==> config.mk <==
export PLATFORM = sky130hd
export DESIGN_NAME = ls_agu
export DESIGN_NICKNAME = d
export VERILOG_FILES = /design/src/rtl/agu_pkg.sv /design/src/rtl/agu_addr_calc.sv /design/src/rtl/agu_lane.sv /design/src/rtl/agu_seq.sv /design/src/rtl/ls_agu.sv
export SDC_FILE = /design/constraint.sdc
export NUM_CORES = 1
export LEC_CHECK = 0
export ABC_AREA = 1
export BUFFER_PORTS_ARGS = -buffer_cell sky130_fd_sc_hd__buf_2
export CAP_MARGIN = 20
export CELL_PAD_IN_SITES_DETAIL_PLACEMENT = 1
export CELL_PAD_IN_SITES_GLOBAL_PLACEMENT = 1
export CORE_MARGIN = 2
export CORE_UTILIZATION = 34
export CTS_CLUSTER_DIAMETER = 200
export DETAILED_ROUTE_END_ITERATION = 7
export GPL_TIMING_DRIVEN = 0
export PLACE_DENSITY = 0.76
export REMOVE_ABC_BUFFERS = 1
export SLEW_MARGIN = 20
export SYNTH_ARGS = -nofsm -noshare
export SYNTH_HDL_FRONTEND = slang
export SYNTH_HIERARCHICAL = 1
export SYNTH_SLANG_ARGS = --single-unit
==> constraint.sdc <==
create_clock -name clk -period 6 [get_ports clk]
set_clock_uncertainty 0.15 [all_clocks]
set_input_delay 1.8 -clock clk [delete_from_list [all_inputs] [get_ports clk]]
set_output_delay 1.8 -clock clk [all_outputs]
set_load 0.005 [all_outputs]
==> src/rtl/agu_pkg.sv <==
package agu_pkg;
  typedef enum logic [1:0] {SZ_BYTE = 2'd0, SZ_HALF = 2'd1, SZ_WORD = 2'd2, SZ_DBL = 2'd3} acc_size_e;
  typedef enum logic [1:0] {IX_OFF = 2'd0, IX_PRE = 2'd1, IX_POST = 2'd2, IX_RSV = 2'd3} idx_mode_e;
  typedef enum logic [1:0] {ST_IDLE = 2'd0, ST_BEAT0 = 2'd1, ST_BEAT1 = 2'd2, ST_DONE = 2'd3} seq_state_e;
endpackage

==> src/rtl/agu_addr_calc.sv <==
module agu_addr_calc
  import agu_pkg::*;
#(
  parameter int unsigned AW = 32,
  parameter int unsigned OW = 13
) (
  input  logic [AW-1:0] base_i,
  input  logic [OW-1:0] offset_i,
  input  idx_mode_e     mode_i,
  output logic [AW-1:0] access_addr_o,
  output logic [AW-1:0] wb_value_o
);
  localparam int unsigned EXT = AW - OW;

  logic [AW-1:0] off_ext;
  logic [AW-1:0] sum;

  always_comb begin
    off_ext       = {{EXT{offset_i[OW-1]}}, offset_i};
    sum           = base_i + off_ext;
    wb_value_o    = sum;
    access_addr_o = (mode_i == IX_POST) ? base_i : sum;
  end
endmodule

==> src/rtl/agu_lane.sv <==
module agu_lane
  import agu_pkg::*;
#(
  parameter int unsigned DW = 32
) (
  input  acc_size_e     size_i,
  input  logic [$clog2(DW/8)-1:0] addr_lo_i,
  input  logic [DW-1:0] src_i,
  input  logic [DW-1:0] rdata_i,
  output logic [DW/8-1:0] be_o,
  output logic [DW-1:0] wdata_o,
  output logic [DW-1:0] ld_word_o
);
  localparam int unsigned NB = DW / 8;
  localparam int unsigned LB = $clog2(NB);

  logic [LB-1:0] half_a;
  logic [LB+2:0] sh_b;
  logic [LB+2:0] sh_h;
  logic [DW-1:0] src_b;
  logic [DW-1:0] src_h;

  always_comb begin
    half_a = {addr_lo_i[LB-1:1], 1'b0};
    sh_b   = {addr_lo_i, 3'b000};
    sh_h   = {half_a, 3'b000};
    src_b  = {{(DW-8){1'b0}}, src_i[7:0]};
    src_h  = {{(DW-16){1'b0}}, src_i[15:0]};
    case (size_i)
      SZ_BYTE: begin
        be_o      = NB'(1) << addr_lo_i;
        wdata_o   = src_b << sh_b;
        ld_word_o = (rdata_i >> sh_b) & DW'(8'hFF);
      end
      SZ_HALF: begin
        be_o      = NB'(3) << half_a;
        wdata_o   = src_h << sh_h;
        ld_word_o = (rdata_i >> sh_h) & DW'(16'hFFFF);
      end
      default: begin
        be_o      = '1;
        wdata_o   = src_i;
        ld_word_o = rdata_i;
      end
    endcase
  end
endmodule

==> src/rtl/agu_seq.sv <==
module agu_seq
  import agu_pkg::*;
#(
  parameter int unsigned AW = 32,
  parameter int unsigned DW = 32
) (
  input  logic          clk,
  input  logic          rst_n,
  input  logic          start_i,
  input  logic          is_store_i,
  input  acc_size_e     size_i,
  input  idx_mode_e     mode_i,
  input  logic [AW-1:0] access_addr_i,
  input  logic [AW-1:0] wb_sum_i,
  input  logic [DW-1:0] wlo_i,
  input  logic [DW-1:0] whi_i,
  input  logic          ready_i,
  input  logic [DW-1:0] ld_word_i,
  output logic          busy_o,
  output logic          req_o,
  output logic          we_o,
  output logic [AW-1:0] cur_addr_o,
  output acc_size_e     size_o,
  output logic [DW-1:0] src_o,
  output logic          done_o,
  output logic          wb_valid_o,
  output logic [AW-1:0] wb_value_o,
  output logic [DW-1:0] ld_lo_o,
  output logic [DW-1:0] ld_hi_o
);
  localparam int unsigned NB = DW / 8;

  seq_state_e    state_q, state_d;
  logic [AW-1:0] addr_q, wb_q;
  logic [DW-1:0] wlo_q, whi_q, ld_lo_q, ld_hi_q;
  acc_size_e     size_q;
  idx_mode_e     mode_q;
  logic          store_q;
  logic          cap_en, lo_en, hi_en, fire;

  always_comb begin
    fire    = req_o && ready_i;
    cap_en  = (state_q == ST_IDLE) && start_i;
    lo_en   = (state_q == ST_BEAT0) && fire && !store_q;
    hi_en   = (state_q == ST_BEAT1) && fire && !store_q;
    state_d = state_q;
    case (state_q)
      ST_IDLE:  if (start_i) state_d = ST_BEAT0;
      ST_BEAT0: if (ready_i) state_d = (size_q == SZ_DBL) ? ST_BEAT1 : ST_DONE;
      ST_BEAT1: if (ready_i) state_d = ST_DONE;
      default:  state_d = ST_IDLE;
    endcase
  end

  always_ff @(posedge clk or negedge rst_n) begin
    if (!rst_n) state_q <= ST_IDLE;
    else        state_q <= state_d;
  end

  always_ff @(posedge clk or negedge rst_n) begin
    if (!rst_n) begin
      addr_q  <= '0;
      wb_q    <= '0;
      wlo_q   <= '0;
      whi_q   <= '0;
      size_q  <= SZ_BYTE;
      mode_q  <= IX_OFF;
      store_q <= 1'b0;
    end else if (cap_en) begin
      addr_q  <= access_addr_i;
      wb_q    <= wb_sum_i;
      wlo_q   <= wlo_i;
      whi_q   <= whi_i;
      size_q  <= size_i;
      mode_q  <= mode_i;
      store_q <= is_store_i;
    end
  end

  always_ff @(posedge clk or negedge rst_n) begin
    if (!rst_n) begin
      ld_lo_q <= '0;
      ld_hi_q <= '0;
    end else begin
      if (cap_en)     ld_lo_q <= '0;
      else if (lo_en) ld_lo_q <= ld_word_i;
      if (cap_en)     ld_hi_q <= '0;
      else if (hi_en) ld_hi_q <= ld_word_i;
    end
  end

  always_comb begin
    busy_o     = (state_q != ST_IDLE);
    req_o      = (state_q == ST_BEAT0) || (state_q == ST_BEAT1);
    done_o     = (state_q == ST_DONE);
    we_o       = store_q;
    cur_addr_o = addr_q + ((state_q == ST_BEAT1) ? AW'(NB) : '0);
    size_o     = size_q;
    src_o      = (state_q == ST_BEAT1) ? whi_q : wlo_q;
    wb_valid_o = done_o && ((mode_q == IX_PRE) || (mode_q == IX_POST));
    wb_value_o = wb_q;
    ld_lo_o    = ld_lo_q;
    ld_hi_o    = ld_hi_q;
  end

  AST_DBL_STEP: assert property (@(posedge clk) disable iff (!rst_n)
    (state_q == ST_BEAT1 && $past(state_q) == ST_BEAT0) |-> cur_addr_o == $past(cur_addr_o) + AW'(NB));
  AST_DONE_PULSE: assert property (@(posedge clk) disable iff (!rst_n)
    done_o |=> !done_o);
  AST_WB_WITH_DONE: assert property (@(posedge clk) disable iff (!rst_n)
    wb_valid_o |-> done_o);
  AST_DONE_NO_REQ: assert property (@(posedge clk) disable iff (!rst_n)
    done_o |-> !req_o);
endmodule

==> src/rtl/ls_agu.sv <==
module ls_agu
  import agu_pkg::*;
#(
  parameter int unsigned AW = 32,
  parameter int unsigned OW = 13,
  parameter int unsigned DW = 32
) (
  input  logic          clk,
  input  logic          rst_n,
  input  logic          start_i,
  input  logic          is_store_i,
  input  logic [1:0]    size_i,
  input  logic [1:0]    mode_i,
  input  logic [AW-1:0] base_i,
  input  logic [OW-1:0] offset_i,
  input  logic [DW-1:0] wdata_lo_i,
  input  logic [DW-1:0] wdata_hi_i,
  output logic          busy_o,
  output logic          req_o,
  output logic          req_we_o,
  output logic [AW-1:0] req_addr_o,
  output logic [DW/8-1:0] req_be_o,
  output logic [DW-1:0] req_wdata_o,
  input  logic          req_ready_i,
  input  logic [DW-1:0] rdata_i,
  output logic          done_o,
  output logic          wb_valid_o,
  output logic [AW-1:0] wb_value_o,
  output logic [DW-1:0] ld_lo_o,
  output logic [DW-1:0] ld_hi_o
);
  localparam int unsigned LB = $clog2(DW / 8);

  logic [1:0]    rst_sync;
  logic          rst_q_n;
  logic [AW-1:0] acc_addr, wb_sum;
  acc_size_e     size_q;
  logic [DW-1:0] src_data, ld_word;

  always_ff @(posedge clk or negedge rst_n) begin
    if (!rst_n) rst_sync <= 2'b00;
    else        rst_sync <= {rst_sync[0], 1'b1};
  end
  assign rst_q_n = rst_sync[1];

  agu_addr_calc #(.AW(AW), .OW(OW)) u_calc (
    .base_i        (base_i),
    .offset_i      (offset_i),
    .mode_i        (idx_mode_e'(mode_i)),
    .access_addr_o (acc_addr),
    .wb_value_o    (wb_sum)
  );

  agu_seq #(.AW(AW), .DW(DW)) u_seq (
    .clk           (clk),
    .rst_n         (rst_q_n),
    .start_i       (start_i),
    .is_store_i    (is_store_i),
    .size_i        (acc_size_e'(size_i)),
    .mode_i        (idx_mode_e'(mode_i)),
    .access_addr_i (acc_addr),
    .wb_sum_i      (wb_sum),
    .wlo_i         (wdata_lo_i),
    .whi_i         (wdata_hi_i),
    .ready_i       (req_ready_i),
    .ld_word_i     (ld_word),
    .busy_o        (busy_o),
    .req_o         (req_o),
    .we_o          (req_we_o),
    .cur_addr_o    (req_addr_o),
    .size_o        (size_q),
    .src_o         (src_data),
    .done_o        (done_o),
    .wb_valid_o    (wb_valid_o),
    .wb_value_o    (wb_value_o),
    .ld_lo_o       (ld_lo_o),
    .ld_hi_o       (ld_hi_o)
  );

  agu_lane #(.DW(DW)) u_lane (
    .size_i    (size_q),
    .addr_lo_i (req_addr_o[LB-1:0]),
    .src_i     (src_data),
    .rdata_i   (rdata_i),
    .be_o      (req_be_o),
    .wdata_o   (req_wdata_o),
    .ld_word_o (ld_word)
  );

  AST_REQ_HOLD: assert property (@(posedge clk) disable iff (!rst_q_n)
    (req_o && !req_ready_i) |=> (req_o && $stable(req_addr_o) && $stable(req_be_o) && $stable(req_wdata_o)));
  AST_BYTE_ONE_LANE: assert property (@(posedge clk) disable iff (!rst_q_n)
    (req_o && req_we_o && size_q == SZ_BYTE) |-> $countones(req_be_o) == 1);
  AST_IDLE_QUIET: assert property (@(posedge clk) disable iff (!rst_q_n)
    !busy_o |-> (!req_o && !done_o));
endmodule

==> results of run 1 <==
## layout make-up
cell class                      count  area, um^2
Multi-Input combinational cell   1475        6810
Clock buffer                       35       745.7
Tap cell                          518       648.1
Sequential cell                   201        5035
Inverter                          313        1182
Fill cell                        5201       22230
Antenna cell                        9       22.52
Clock inverter                     13       157.7
Timing Repair Buffer              330        1902
## worst max path at each step
stage,cells after the start,from,to,slack (ns)
final,4,u_seq/addr_q[1],req_wdata_o[11],0.78
after floorplan,0,rst_sync[1],u_seq/addr_q[0],-0.17
after CTS,10,u_seq/state_q[0],req_addr_o[15],0.72
after detailed placement,4,u_seq/addr_q[1],req_wdata_o[11],1.33
after global placement,0,rst_sync[1],u_seq/whi_q[1],-2.95
after global routing,4,u_seq/addr_q[1],req_wdata_o[11],0.57
## stage by stage
step                hold slack (ns)  util, %
global placement             0.1855    39.33
finish                       0.1300    42.60
global route                 0.1674    42.58
detailed placement           0.1264    40.21
floorplan                    0.1812        -
CTS                          0.1420    42.55
## cells in the mapped netlist, types with 4 or more instances
library cell	instances	share of area, %
inv_1	305	8.6
nor2_2	4	0.19
buf_2	33	1.2
dfrtp_1	201	38
nand3b_1	12	0.67
nand2_1	962	27
a21oi_1	21	0.79
o211ai_1	9	0.51
clkbuf_1	26	0.73
ha_1	39	3.7
nor2_4	11	0.93
o22ai_1	9	0.42
xor2_1	20	1.3
and2_1	17	0.80
o21ai_1	13	0.49
nand2_4	4	0.34
xor2_2	4	0.49
nand3_2	5	0.37
buf_4	10	0.56
nor2_1	113	3.2
xnor2_1	6	0.39
o21ai_0	141	5.3
nand3_1	47	1.8
nand2_2	22	1.0
inv_2	8	0.22
## state kept, by name, indices dropped and copies added (netlist names)
signal	count
u_seq/size_o	2
u_seq/we_o	1
u_seq/addr_q	32
rst_sync	2
u_seq/wb_value_o	32
u_seq/ld_hi_o	32
u_seq/state_q	2
u_seq/ld_lo_o	32
u_seq/mode_q	2
u_seq/wlo_q	32
u_seq/whi_q	32
## report_power, final
group | internal [W] | total [W] | switching, W
clock network | 0.00100 | 0.00165 | 0.000643
logic | 0.00125 | 0.00338 | 0.00213
registers | 0.00194 | 0.00240 | 0.000456
total | 0.00419 | 0.00742 | 0.00323
## cell families (layout without fill, tap and decap cells)
| family | count (synthesis) | count (layout) | share of synthesized area (%) |
|---|---|---|---|
| AND/OR/NAND/NOR | 1203 | 1203 | 36.72 |
| AO/OA/AOI/OAI | 201 | 201 | 8.091 |
| XOR/XNOR | 30 | 30 | 2.191 |
| buffers and inverters | 386 | 691 | 11.52 |
| other | 1 | 10 | 0.02807 |
| flip-flops | 201 | 201 | 37.65 |
| adder cells (fa/ha/maj) | 40 | 40 | 3.802 |
## routing by layer
layer  track usage [%]  routed length, um
met2             42.45              23790
met4             7.325               1621
met5                 0                 18
met3             3.402               2139
met1             29.74              21040
==> results_dict.tcl, run 1 <==
set metrics [dict create \
    fin_crit_sh_pct 86.97 \
    max_freq_ghz 0.1916 \
    cellLeakagePower_nw 9.330 \
    post_cts_buffers 0 \
    synth_warnings 6 \
    drc 0 \
    final_common_cell "nand2_1" \
    start_util_pct 34.49 \
    totalWireLength_um 48610 \
    slew_headroom_pct 26.75 \
    grt_pass1_vias 14567 \
    layoutNonFillerInstCount 2894 \
    critPathLaunchType "flip-flop" \
    p_total_w 0.007420 \
    core_mm2 0.03874 \
    wl_per_cell_um 16.80 \
    synthesis.instances 2062 \
    avgSynthCellArea_um2 6.479 \
    htree_levels 1 \
    path_buf_inv 2 \
    worst_skew_pair.late_latency_ns 0.56 \
    die_area_mm2 0.04090 \
    dpl_cell_area_mm2 0.01558 \
    std_cell_rows 72 \
    drtPass1Iterations 5 \
    min_path_type "flip-flop to async pin" \
    ir_drop_uv 277.2 \
    cp_max_fo 21 \
    layout_common_cells "nand2_1, buf_2, inv_1" \
    place_inst 2837 \
    yosysSeqAreaShare_pct 37.65 \
    first_iter_violations 602 \
    cts_resized 0 \
    via_count 13810 \
    antenna_found_initial 8 \
    reg2reg_from "u_seq/addr_q[1]" \
    synth-seq-cells 201 \
    slowest_stage "a21oi_2" \
    pre_cts_ws_ns 1.328 \
    syn_area_mm2 0.01336 \
    outcome "complete, no violations" \
    dp_hpwl_um 36790 \
    rsz0062_at_grt "false" \
    max-cap-violations 0 \
    die_h_um 202.2 \
    grt_pass1_wl_um 77900 \
    setup_violations 0 \
    cts_hold_buf 0 \
    power_density_mw_per_mm2 449.6 \
    io_pins 319 \
    clkSinkCount 201 \
    setup_ws_ns 0.7816 \
    clk_pin_slew_worst_paths_ns 0.06 \
    cts_root_buf "clkbuf_16" \
    port_buffers 318 \
    cp_cell_sequence "inv_2, a21oi_2, o22ai_1, buf_2" \
    cts-buffers-inserted 27 \
    tightestPinTransition_ns 1.099 \
    final_area_mm2 0.01650 \
    fp.dieW_um 202.2 \
    maxSlewViolCount 0 \
    crit_type "flip-flop to output port" \
    cts_tree "done" \
    syn_to_final_growth_pct 23.52 \
    synthDistinctLibCells 37 \
    grt_usage_pct 23.83 \
    drtAntennaViolNets 0 \
    synthArstFlopShare_pct 100.0 \
    drive_gt1_share_pct 18.84 \
    cpPeakStageDelay_ns 0.97 \
    nNetsFinal 2538 \
    regToRegSetupSlack_ns 2.81 \
    synth_flop_cell "dfrtp_1" \
    arrival_ns 3.27 \
    final_period_minus_worst_setup_slack_ns 5.218 \
    synth_edf_count 0 \
    grt-ovfl-total 0 \
    viasPerCell 4.772 \
    gp_routability_congestion 0.9296 \
    grt_max_degree 121 \
    final_hold_viol_count 0 \
    clockBufferDepth 3 \
    setup-tns-final_ns 0 \
    cp.required_ns 4.05 \
    worstSetupEndpointType "output port" \
    cp_top_family "compound AO/OA/AOI/OAI gates" \
    reg2reg_depth 7 \
    reg2reg_to "u_seq/ld_hi_o[13]" \
]
(Power assumes the default switching activity.)
==> inputs of run 2 (changes only) <==
HOLD_SLACK_MARGIN = 0.15   (was unset)
==> run 2 against run 1 <==
Via count barely moved. Fmax increased by 0.15%. Sequential cell count unchanged. Non-clock buffer count grew 2. Die area stayed put. Sequential share of layout area hardly changed. Hold slack better by 0.033 ns. Combinational power is essentially flat. Largest power group unchanged. Register-to-register slack about the same. Total power barely moved. Core utilization is 0.065 points higher.
==> results_dict.tcl, run 2 (same netlist as run 1, synthesis figures left out) <==
set metrics [dict create \
    start_util_pct 34.49 \
    nNetsFinal 2540 \
    first_iter_violations 572 \
    wl_per_cell_um 16.85 \
    antenna_found_initial 8 \
    final_util_pct 42.67 \
    cpPeakStageDelay_ns 0.97 \
    whs_ns 0.1635 \
    max-cap-violations 0 \
    place_inst 2837 \
    final_common_cell "nand2_1" \
    power_density_mw_per_mm2 449.3 \
    cellLeakagePower_nw 9.343 \
    p_int_w 0.004196 \
    layout_common_cells "nand2_1, buf_2, inv_1" \
    arrival_ns 3.26 \
    drtAntennaViolNets 0 \
    viasPerCell 4.776 \
    drc 0 \
    pwr-share-seq_pct 32.3 \
    drtPass1Iterations 5 \
    std_cell_rows 72 \
    cp_max_fo 21 \
    totalWireLength_um 48750 \
    switching_share_pct 43.49 \
    slew_headroom_pct 27.29 \
    ir_drop_uv 277.3 \
    post_cts_buffers 0 \
    slowest_stage "a21oi_2" \
    grt_usage_pct 23.88 \
    die_area_mm2 0.04090 \
    outcome "complete, no violations" \
    cts_tree "done" \
    gp_routability_congestion 0.9296 \
    pre_cts_ws_ns 1.328 \
    tightestPinTransition_ns 1.091 \
    core_mm2 0.03874 \
    cp.required_ns 4.05 \
    dp_hpwl_um 36790 \
    min_path_type "flip-flop to async pin" \
    final_hold_viol_count 0 \
    port_buffers 318 \
    via_count 13823 \
    clkSinkCount 201 \
    clk_pin_slew_worst_paths_ns 0.06 \
    fillers 5202 \
    worst_skew_pair.late_latency_ns 0.56 \
    fp.dieW_um 202.2 \
    cts_resized 0 \
    layoutNonFillerInstCount 2894 \
    setup_violations 0 \
    fin_crit_sh_pct 86.84 \
    grt_pass1_vias 14590 \
    grt_pass1_wl_um 78050 \
    cts-buffers-inserted 27 \
    io_pins 319 \
    syn_to_final_growth_pct 23.71 \
    htree_levels 1 \
    path_buf_inv 2 \
    cp_cell_sequence "inv_2, a21oi_2, o22ai_1, buf_2" \
    critPathLaunchType "flip-flop" \
    cts_root_buf "clkbuf_16" \
    worstSetupEndpointType "output port" \
    final_period_minus_worst_setup_slack_ns 5.210 \
    power_frac_comb_pct 45.6 \
    grt_max_degree 121 \
    seqCellArea_mm2 0.005035 \
    multiInputGateArea_mm2 0.006810 \
    crit_type "flip-flop to output port" \
    clkPwrFrac_pct 22.2 \
    cp_top_family "compound AO/OA/AOI/OAI gates" \
    max_freq_ghz 0.1919 \
    setup_ws_ns 0.7897 \
    regToRegSetupSlack_ns 2.82 \
    maxSlewViolCount 0 \
    clockBufferDepth 3 \
    die_h_um 202.2 \
    rsz0062_at_grt "false" \
    drive_gt1_share_pct 18.87 \
    grt-ovfl-total 0 \
    switchingPower_w 0.003230 \
]
## run 2: cell count changes in the layout (fill, tap and decap cells not counted)
| cell | change |
|---|---|
| dlygate4sd3_1 | +1 |
| diode_2 | -2 |
| buf_12 | +1 |
## run 2: layout make-up
cell class	count	area share, %
clock buffers	35	4.512
diodes	7	0.1060
inverters	313	7.154
repair buffers	332	11.69
well taps	518	3.921
clock inverters	13	0.9538
flip-flops and latches	201	30.46
multi-input cells	1475	41.20
## run 2: path summary, 6_finish.rpt
path,from,to,cells past startpoint
worst max-delay path,u_seq/addr_q[1],req_wdata_o[11],4
min in group clk,rst_sync[0],rst_sync[1],0
worst min register to register,rst_sync[1],u_seq/wb_value_o[29],1
worst min-delay path,rst_sync[1],u_seq/wb_value_o[29],1
worst max register to register,u_seq/addr_q[1],u_seq/ld_hi_o[13],7
max in group asynchronous,rst_sync[1],u_seq/whi_q[4],3
## run 2: metal layers
metal / GRT usage [%] / part of all wire, %
met1: 29.86 / 43
met2: 42.51 / 49
met3: 3.402 / 4.5
met4: 7.325 / 3.3
met5: 0 / 0.037
## run 2: power groups by stage
stage                     clock [W]  combinational (W)  sequential (W)
after floorplan                   0            0.00184         0.00234
after global placement            0            0.00311         0.00243
after detailed placement          0            0.00338         0.00242
after CTS                   0.00170            0.00342         0.00240
after global routing        0.00175            0.00384         0.00248
final                       0.00165            0.00338         0.00240
## run 2: worst register-to-register path, delay by kind of cell, from the launching register on
kind / cells / cell delay (ns)
and+or+nand+nor: 2 / 0.17
DFF: 1 / 0.91
buffers and inverters: 2 / 0.54
AOI/OAI and AO/OA: 3 / 1.31
## run 2: through the flow
step	setup TNS [ns]	area [um^2]	power [W]
floorplan	-33.00	13000	0.004181
global placement	-614.85	15240	0.005540
detailed placement	0	15580	0.005791
CTS	0	16510	0.007522
global route	0	16530	0.008076
finish	0	16530	0.007426
## run 2: repair_timing
action                                 CTS  global route
endpoints found under the hold margin    6             0
setup endpoints to repair                0             0
hold buffers                             2             0
